$ cat src/rtl/adc_host_pkg.sv
package adc_host_pkg;

  typedef enum logic [1:0] {
    MODE_NORMAL = 2'd0,
    MODE_SLEEP  = 2'd1,
    MODE_LSB    = 2'd2,
    MODE_SHORT  = 2'd3
  } xfer_mode_e;

  localparam int unsigned RES_W     = 12;
  localparam int unsigned PER_W     = 5;
  localparam int unsigned MSB_LAST  = RES_W + 1;
  localparam int unsigned LSB_LAST  = 2 * RES_W;
  localparam int unsigned SHORT_MAX = RES_W - 1;

  function automatic int unsigned ceil_div(int unsigned a, int unsigned b);
    return (a + b - 1) / b;
  endfunction

  function automatic int unsigned max_u(int unsigned a, int unsigned b);
    return (a > b) ? a : b;
  endfunction

  function automatic int unsigned min_u(int unsigned a, int unsigned b);
    return (a < b) ? a : b;
  endfunction

endpackage

$ cat src/rtl/adc_rate_timer.sv
module adc_rate_timer #(
  parameter int unsigned RATE_W = 16
) (
  input  logic              clk_i,
  input  logic              rst_ni,
  input  logic              en_i,
  input  logic [RATE_W-1:0] period_i,
  output logic              tick_o
);

  logic [RATE_W-1:0] cnt_q;
  logic [RATE_W-1:0] last_cnt;

  assign last_cnt = (period_i == '0) ? '0 : period_i - 1'b1;
  assign tick_o   = en_i && (cnt_q >= last_cnt);

  always_ff @(posedge clk_i or negedge rst_ni) begin
    if (!rst_ni)      cnt_q <= '0;
    else if (!en_i)   cnt_q <= '0;
    else if (tick_o)  cnt_q <= '0;
    else              cnt_q <= cnt_q + 1'b1;
  end

endmodule

$ cat src/rtl/adc_acq_timer.sv
module adc_acq_timer #(
  parameter int unsigned ACQ_W = 8
) (
  input  logic             clk_i,
  input  logic             rst_ni,
  input  logic             conv_i,
  input  logic [ACQ_W-1:0] len_i,
  output logic             done_o
);

  localparam logic [ACQ_W-1:0] CNT_MAX = '1;

  logic [ACQ_W-1:0] cnt_q;

  assign done_o = (cnt_q >= len_i);

  // counts cycles with the strobe high; saturates
  always_ff @(posedge clk_i or negedge rst_ni) begin
    if (!rst_ni)              cnt_q <= '0;
    else if (!conv_i)         cnt_q <= '0;
    else if (cnt_q != CNT_MAX) cnt_q <= cnt_q + 1'b1;
  end

endmodule

$ cat src/rtl/adc_xfer_seq.sv
module adc_xfer_seq
  import adc_host_pkg::*;
#(
  parameter int unsigned DIV_W = 8
) (
  input  logic             clk_i,
  input  logic             rst_ni,
  input  logic             trig_i,
  input  logic             acq_done_i,
  input  logic [DIV_W-1:0] half_i,
  input  xfer_mode_e       mode_i,
  input  logic [3:0]       nbits_i,
  input  logic             sdata_i,
  output logic             conv_o,
  output logic             sclk_o,
  output logic             busy_o,
  output logic             valid_o,
  output logic [RES_W-1:0] result_o,
  output logic             overrun_o
);

  localparam logic [PER_W-1:0] PER_ONE  = PER_W'(1);
  localparam logic [PER_W-1:0] PER_TWO  = PER_W'(2);
  localparam logic [PER_W-1:0] PER_MSB  = PER_W'(MSB_LAST);
  localparam logic [PER_W-1:0] PER_LSB  = PER_W'(LSB_LAST);

  logic             xfer_q, hi_q;
  logic [DIV_W-1:0] ph_cnt_q, half_q;
  logic [PER_W-1:0] per_q, last_q, drop_q;
  xfer_mode_e       mode_q;
  logic [RES_W-1:0] shift_q;

  logic             accept, phase_end, rise_ev, fall_ev;
  logic [PER_W-1:0] bit_idx, last_d, drop_d;

  assign busy_o    = xfer_q || !acq_done_i;
  assign accept    = trig_i && !busy_o;
  assign phase_end = xfer_q && (ph_cnt_q == half_q - 1'b1);
  assign rise_ev   = phase_end && !hi_q;
  assign fall_ev   = phase_end && hi_q;
  assign bit_idx   = (per_q <= PER_MSB) ? PER_MSB - per_q : per_q - PER_MSB;

  // period count and strobe-drop period chosen at acceptance
  always_comb begin
    last_d = PER_MSB;
    drop_d = '0;
    unique case (mode_i)
      MODE_LSB: begin
        last_d = PER_LSB;
        drop_d = PER_MSB;
      end
      MODE_SHORT: begin
        last_d = PER_W'(nbits_i) + PER_ONE;
        drop_d = PER_W'(nbits_i) + PER_ONE;
      end
      default: ;
    endcase
  end

  always_ff @(posedge clk_i or negedge rst_ni) begin
    if (!rst_ni) begin
      xfer_q    <= 1'b0;
      hi_q      <= 1'b0;
      ph_cnt_q  <= '0;
      half_q    <= '0;
      per_q     <= '0;
      last_q    <= '0;
      drop_q    <= '0;
      mode_q    <= MODE_NORMAL;
      shift_q   <= '0;
      conv_o    <= 1'b1;
      sclk_o    <= 1'b0;
      valid_o   <= 1'b0;
      result_o  <= '0;
      overrun_o <= 1'b0;
    end else begin
      valid_o <= 1'b0;
      if (trig_i && busy_o) overrun_o <= 1'b1;

      if (accept) begin
        xfer_q   <= 1'b1;
        hi_q     <= 1'b0;
        ph_cnt_q <= '0;
        half_q   <= half_i;
        per_q    <= PER_ONE;
        last_q   <= last_d;
        drop_q   <= drop_d;
        mode_q   <= mode_i;
        shift_q  <= '0;
        conv_o   <= 1'b0;
      end else if (!xfer_q) begin
        conv_o <= 1'b1;
      end else if (rise_ev) begin
        sclk_o   <= 1'b1;
        hi_q     <= 1'b1;
        ph_cnt_q <= '0;
        if (per_q >= PER_TWO) shift_q[bit_idx[3:0]] <= sdata_i;
        if (per_q == PER_ONE && mode_q != MODE_SLEEP) conv_o <= 1'b1;
        else if (drop_q != '0 && per_q == drop_q)     conv_o <= 1'b0;
      end else if (fall_ev) begin
        sclk_o   <= 1'b0;
        hi_q     <= 1'b0;
        ph_cnt_q <= '0;
        if (per_q == last_q) begin
          xfer_q   <= 1'b0;
          valid_o  <= 1'b1;
          result_o <= shift_q;
        end else begin
          per_q <= per_q + PER_ONE;
        end
      end else begin
        ph_cnt_q <= ph_cnt_q + 1'b1;
      end
    end
  end

endmodule

$ cat src/rtl/adc_serial_host.sv
module adc_serial_host
  import adc_host_pkg::*;
#(
  parameter int unsigned SYS_CLK_NS = 20,
  parameter int unsigned DIV_W      = 8,
  parameter int unsigned ACQ_W      = 8,
  parameter int unsigned RATE_W     = 16
) (
  input  logic              clk_i,
  input  logic              rst_ni,
  input  logic              start_i,
  input  logic              rate_en_i,
  input  logic [RATE_W-1:0] rate_period_i,
  input  logic [DIV_W-1:0]  clk_div_i,
  input  logic [ACQ_W-1:0]  acq_len_i,
  input  logic [1:0]        mode_i,
  input  logic [3:0]        short_bits_i,
  input  logic              sdata_i,
  output logic              conv_o,
  output logic              sclk_o,
  output logic              busy_o,
  output logic              valid_o,
  output logic [11:0]       result_o,
  output logic              overrun_o
);

  // serial clock: half >= 50 ns, period >= 125 ns, period <= 5 us
  localparam int unsigned MIN_HALF = max_u(ceil_div(50, SYS_CLK_NS), ceil_div(125, 2 * SYS_CLK_NS));
  localparam int unsigned MAX_HALF = min_u(2500 / SYS_CLK_NS, (1 << DIV_W) - 1);
  localparam int unsigned MIN_ACQ  = min_u(ceil_div(350, SYS_CLK_NS), (1 << ACQ_W) - 1);

  localparam logic [DIV_W-1:0] HALF_LO = DIV_W'(MIN_HALF);
  localparam logic [DIV_W-1:0] HALF_HI = DIV_W'(MAX_HALF);
  localparam logic [ACQ_W-1:0] ACQ_LO  = ACQ_W'(MIN_ACQ);
  localparam logic [3:0]       BITS_HI = 4'(SHORT_MAX);

  logic [DIV_W-1:0] half_eff;
  logic [ACQ_W-1:0] acq_eff;
  logic [3:0]       nbits_eff;
  logic             rate_tick, trig, acq_done;

  assign half_eff  = (clk_div_i < HALF_LO) ? HALF_LO :
                     (clk_div_i > HALF_HI) ? HALF_HI : clk_div_i;
  assign acq_eff   = (acq_len_i < ACQ_LO) ? ACQ_LO : acq_len_i;
  assign nbits_eff = (short_bits_i == 4'd0)    ? 4'd1 :
                     (short_bits_i > BITS_HI)  ? BITS_HI : short_bits_i;
  assign trig      = start_i || rate_tick;

  adc_rate_timer #(.RATE_W(RATE_W)) u_rate (
    .clk_i    (clk_i),
    .rst_ni   (rst_ni),
    .en_i     (rate_en_i),
    .period_i (rate_period_i),
    .tick_o   (rate_tick)
  );

  adc_acq_timer #(.ACQ_W(ACQ_W)) u_acq (
    .clk_i  (clk_i),
    .rst_ni (rst_ni),
    .conv_i (conv_o),
    .len_i  (acq_eff),
    .done_o (acq_done)
  );

  adc_xfer_seq #(.DIV_W(DIV_W)) u_seq (
    .clk_i      (clk_i),
    .rst_ni     (rst_ni),
    .trig_i     (trig),
    .acq_done_i (acq_done),
    .half_i     (half_eff),
    .mode_i     (xfer_mode_e'(mode_i)),
    .nbits_i    (nbits_eff),
    .sdata_i    (sdata_i),
    .conv_o     (conv_o),
    .sclk_o     (sclk_o),
    .busy_o     (busy_o),
    .valid_o    (valid_o),
    .result_o   (result_o),
    .overrun_o  (overrun_o)
  );

endmodule

$ cat config.mk
export PLATFORM = sky130hd
export DESIGN_NAME = adc_serial_host
export DESIGN_NICKNAME = d
export VERILOG_FILES = /design/src/rtl/adc_host_pkg.sv /design/src/rtl/adc_rate_timer.sv /design/src/rtl/adc_acq_timer.sv /design/src/rtl/adc_xfer_seq.sv /design/src/rtl/adc_serial_host.sv
export SDC_FILE = /design/constraint.sdc
export NUM_CORES = 1
export LEC_CHECK = 0
export BUFFER_PORTS_ARGS = -buffer_cell sky130_fd_sc_hd__buf_2
export CORE_MARGIN = 3
export CORE_UTILIZATION = 35
export CTS_CLUSTER_SIZE = 25
export DETAILED_ROUTE_END_ITERATION = 7
export PLACE_DENSITY_LB_ADDON = 0.3
export SLEW_MARGIN = 10
export SYNTH_ARGS = -nofsm -noshare
export SYNTH_HDL_FRONTEND = slang
export SYNTH_HIERARCHICAL = 1
export SYNTH_SLANG_ARGS = --single-unit
$ cat constraint.sdc
create_clock -name clk_i -period 2.8 [get_ports clk_i]
set_clock_uncertainty 0.2 [all_clocks]
set_input_delay 0.14 -clock clk_i [delete_from_list [all_inputs] [get_ports clk_i]]
set_output_delay 0.14 -clock clk_i [all_outputs]
set_load 0.05 [all_outputs]
==> flow_metrics.env <==
export IMPL_status="finished, violations left"
export IMPL_violations="setup timing"
export IMPL_rows=47
export IMPL_synth_area_leaders="dfrtp_1 36%, ha_1 8.6%, nand2_1 7.0%"
export IMPL_drt_met1_wl_mm=6.82
export IMPL_area_growth_pct=35.4
export IMPL_cts_root_buf="clkbuf_16"
export IMPL_critPathBufInv=5
export IMPL_max_cap_violations=0
export IMPL_p_int_uw=3430
export IMPL_drtIter0Drc=247
export IMPL_yosysTopAreaCellShare_pct=35.8
export IMPL_hold_viol=0
export IMPL_synth_compound_area_share_pct=12.2
export IMPL_max_slew_margin_pct=60.2
export IMPL_hold_path_class="in2reg"
export IMPL_dr_wl_met2_mm=6.55
export IMPL_yosysTopAreaCell="dfrtp_1"
export IMPL_power_frac_seq_pct=35.2
export IMPL_synthMuxAreaShare_pct=6.15
export IMPL_dp_hpwl_mm=9.70
export IMPL_arrival_ps=3280
export IMPL_diodes=0
export IMPL_finalCritPeriodShare_pct=115
export IMPL_postSynthRegisterBits=86
export IMPL_post_synth_top_count_cell="nand2_1"
export IMPL_coreArea_mm2=0.0166
export IMPL_p_leak_uw=0.00391
export IMPL_crit_path_end_kind="flop"
export IMPL_p_sw_uw=2350
export IMPL_synth_top_family_by_area="simple AND/OR/NAND/NOR gates"
export IMPL_slowest_delay_ps=540
export IMPL_cp_start_kind="primary input"
export IMPL_clkPwrFrac_pct=20.1
export IMPL_yosys_warnings=6
export IMPL_start_util_pct=35.8
export IMPL_grt_max_degree=56
export IMPL_clock_path_buffers=2
export IMPL_crit_required_ps=2870
export IMPL_synth_adder_area_share_pct=8.63
export IMPL_wl_mm=14.0
export IMPL_vias_per_cell=4.98
export IMPL_first_pass_iters=5
export IMPL_route_vias_total=5073
export IMPL_placement_io_buffers=59
export IMPL_finalSetupViolations=48
export IMPL_drtAntennaViolNets=0
export IMPL_layout_nets=877
export IMPL_synth_cell_types=73
export IMPL_synth_seq_area_share_pct=36.2
export IMPL_finalMaxSlewViolations=0
export IMPL_synth_xor_area_share_pct=8.38
export IMPL_fin_util_pct=48.5
export IMPL_p_comb_share_pct=44.7
export IMPL_path_clk_slew_ps=70
export IMPL_synth_cells=651
export IMPL_drc=0
export IMPL_grt_pass1_vias=4891
export IMPL_crit_fanout=8
export IMPL_async_flop_share_pct=100
export IMPL_pin_count=60
export IMPL_syn_cell_area_mm2=0.00594
export IMPL_die_area_mm2=0.0186
export IMPL_die_w_um=136
export IMPL_cp_cell_sequence="buf_6 > or4_4 > buf_4 > o21a_1 > o21ai_1 > ha_1 > a21oi_1 > nand2_1 > a221oi_4 > o21ai_1 > and2_1 > or2_4 > inv_4 > or2_4 > buf_12 > buf_12 > nand2_4 > o22ai_2"
export IMPL_dr_wl_met3_um=427
export IMPL_grt_setup_unrepaired="true"
export IMPL_cts_buffers_inserted=9
export IMPL_fin_cells=1018
export IMPL_top_layer_used="met4"
export IMPL_synth_area_per_cell_um2=9.13
export IMPL_synth_top_cells_by_count="111 x nand2_1, 85 x dfrtp_1, 45 x nor2_1, 41 x ha_1, 28 x xnor2_1"
export IMPL_cts_tree="done"
export IMPL_worst_pin_slew_ps=594
export IMPL_h_tree_depth=3
export IMPL_place_inst=965
export IMPL_period_needed_ps=3210
export IMPL_crit_family="simple AND/OR/NAND/NOR gates"
export IMPL_drive_gt1_share_pct=33.7
export IMPL_clkLatencyLatePin_ps=340
export IMPL_fmax_ghz=0.311
export IMPL_switching_share_pct=40.7
export IMPL_power_density_mw_per_mm2=718
export IMPL_grt_first_pass_wirelength_mm=23.6
export IMPL_critical_path_class="in2reg"
export IMPL_fin_ws_ps=-411
export IMPL_synth_edf_count=0
export IMPL_grt_overflow_total=0
export IMPL_gp_congestion=0.821
export IMPL_synthFlopType="dfrtp_1"
export IMPL_slowest_stage="or4_4"
export IMPL_antenna_found_initial=0
export IMPL_synth_simple_gate_area_share_pct=23.9
export IMPL_synth_fp_nets=735
export IMPL_grt_use_total_pct=15.8
export IMPL_cts_sinks=86
export IMPL_tns_ps=-15310
export IMPL_die_h_um=136
export IMPL_ir_drop_v=0.000363
export IMPL_wl_per_cell_um=13.7
repair_timing:
item | in CTS | in global routing
setup buffers | 12 | 6
gates resized for setup | 42 | 65
cloned | 5 | 1
hold buffers | 17 | 0
endpoints found under the hold margin | 116 | 0
setup endpoints to repair | 49 | 66
pin swaps | 19 | 33
sequential cells by signal, indices dropped and copies added, names as in the netlist, 5 cells and up:
| signal | flops |
|---|---|
| u_acq/cnt_q | 8 |
| u_rate/cnt_q | 16 |
| u_seq/half_q | 8 |
| u_seq/last_q | 5 |
| u_seq/per_q | 5 |
| u_seq/ph_cnt_q | 8 |
| u_seq/result_o | 12 |
| u_seq/shift_q | 12 |
layout make-up:
type	count	area [um^2]
inverter	26	100
clock inverter	5	40.0
clock buffer	11	253
timing repair buffer	158	1300
sequential	86	2150
tap	220	275
fill	1540	8540
multi-input combinational	512	3930
power by group through the flow:
stage | Clock, uW | Combinational (uW) | Sequential, uW
final | 1160 | 2580 | 2030
after global routing | 1270 | 2900 | 2090
after CTS | 1210 | 2430 | 1990
after detailed placement | 0 | 2350 | 2000
after global placement | 0 | 2310 | 1990
after floorplan | 0 | 1790 | 1920
cells in the final DEF (no fill, tap or decap), types with 10 or more instances in the layout:
master,Yosys,layout
dfrtp_1,85,85
xor2_1,27,27
ha_1,41,39
clkbuf_16,0,10
xnor2_1,28,27
nand2_2,0,25
nor2_1,45,38
inv_1,26,25
a21oi_1,12,10
buf_2,3,54
mux2i_1,17,17
buf_4,0,63
o21ai_0,20,14
dlygate4sd3_1,0,17
nand2_1,111,76
buf_6,7,10
nand4_1,15,15
mux2_4,10,11
nand3_1,24,23
worst register-to-register path, cell delays in order (launching register included):
cell and delay [ps]:
dfrtp_1 410, ha_1 330, a21oi_1 140, nand2_1 110, a221oi_4 300, o21ai_1 90, and2_1 150, or2_4 240
inv_4 50, or2_4 190, buf_12 140, buf_12 140, nand2_4 60, o22ai_2 140
worst paths after layout:
| path | endpoint | startpoint | depth (start not counted) | slack, ps |
|---|---|---|---|---|
| min in group asynchronous | u_seq/shift_q[2]$_DFFE_PN0P_ | rst_ni | 2 | 80 |
| max in group asynchronous | u_seq/drop_q[4]$_DFFE_PN0P_ | rst_ni | 3 | 1690 |
| worst min register to register | u_seq/overrun_o$_DFFE_PN0P_ | u_seq/overrun_o$_DFFE_PN0P_ | 1 | 290 |
| worst min-delay path | u_rate/cnt_q[8]$_DFF_PN0_ | rate_en_i | 4 | 20 |
| worst max register to register | u_seq/ph_cnt_q[0]$_DFFE_PN0N_ | u_rate/cnt_q[14]$_DFF_PN0_ | 13 | 30 |
| worst max-delay path | u_seq/ph_cnt_q[0]$_DFFE_PN0N_ | rate_period_i[11] | 18 | -410 |
logic make-up (layout without fill, tap and decap cells):
group | Yosys count | after routing
muxes | 31 | 31
other | 1 | 1
and+or+nand+nor | 279 | 281
buffers and inverters | 55 | 200
AOI/OAI and AO/OA | 102 | 102
adders and majority gates | 41 | 41
DFF | 86 | 86
xor gates and xnor gates | 56 | 56
layer usage:
layer / GRT usage [%] / vias to the layer above
met5: 0 / -
met4: 5.26 / 0
met3: 2.37 / 10
met2: 24.5 / 81
met1: 22.5 / 2401
li1: - / 2581
per-stage QoR:
stage	total power, uW	hold slack (ps)	setup slack [ps]	instance area (um^2)
global placement	4300	-75.8	-863	6940
global route	6250	20.5	-583	8040
detailed placement	4350	-78.3	-886	6940
floorplan	3710	-356	-559	6040
CTS	5630	15.0	-361	7740
finish	5770	17.6	-411	8040
Note: power is estimated with default switching activity, not from simulation.
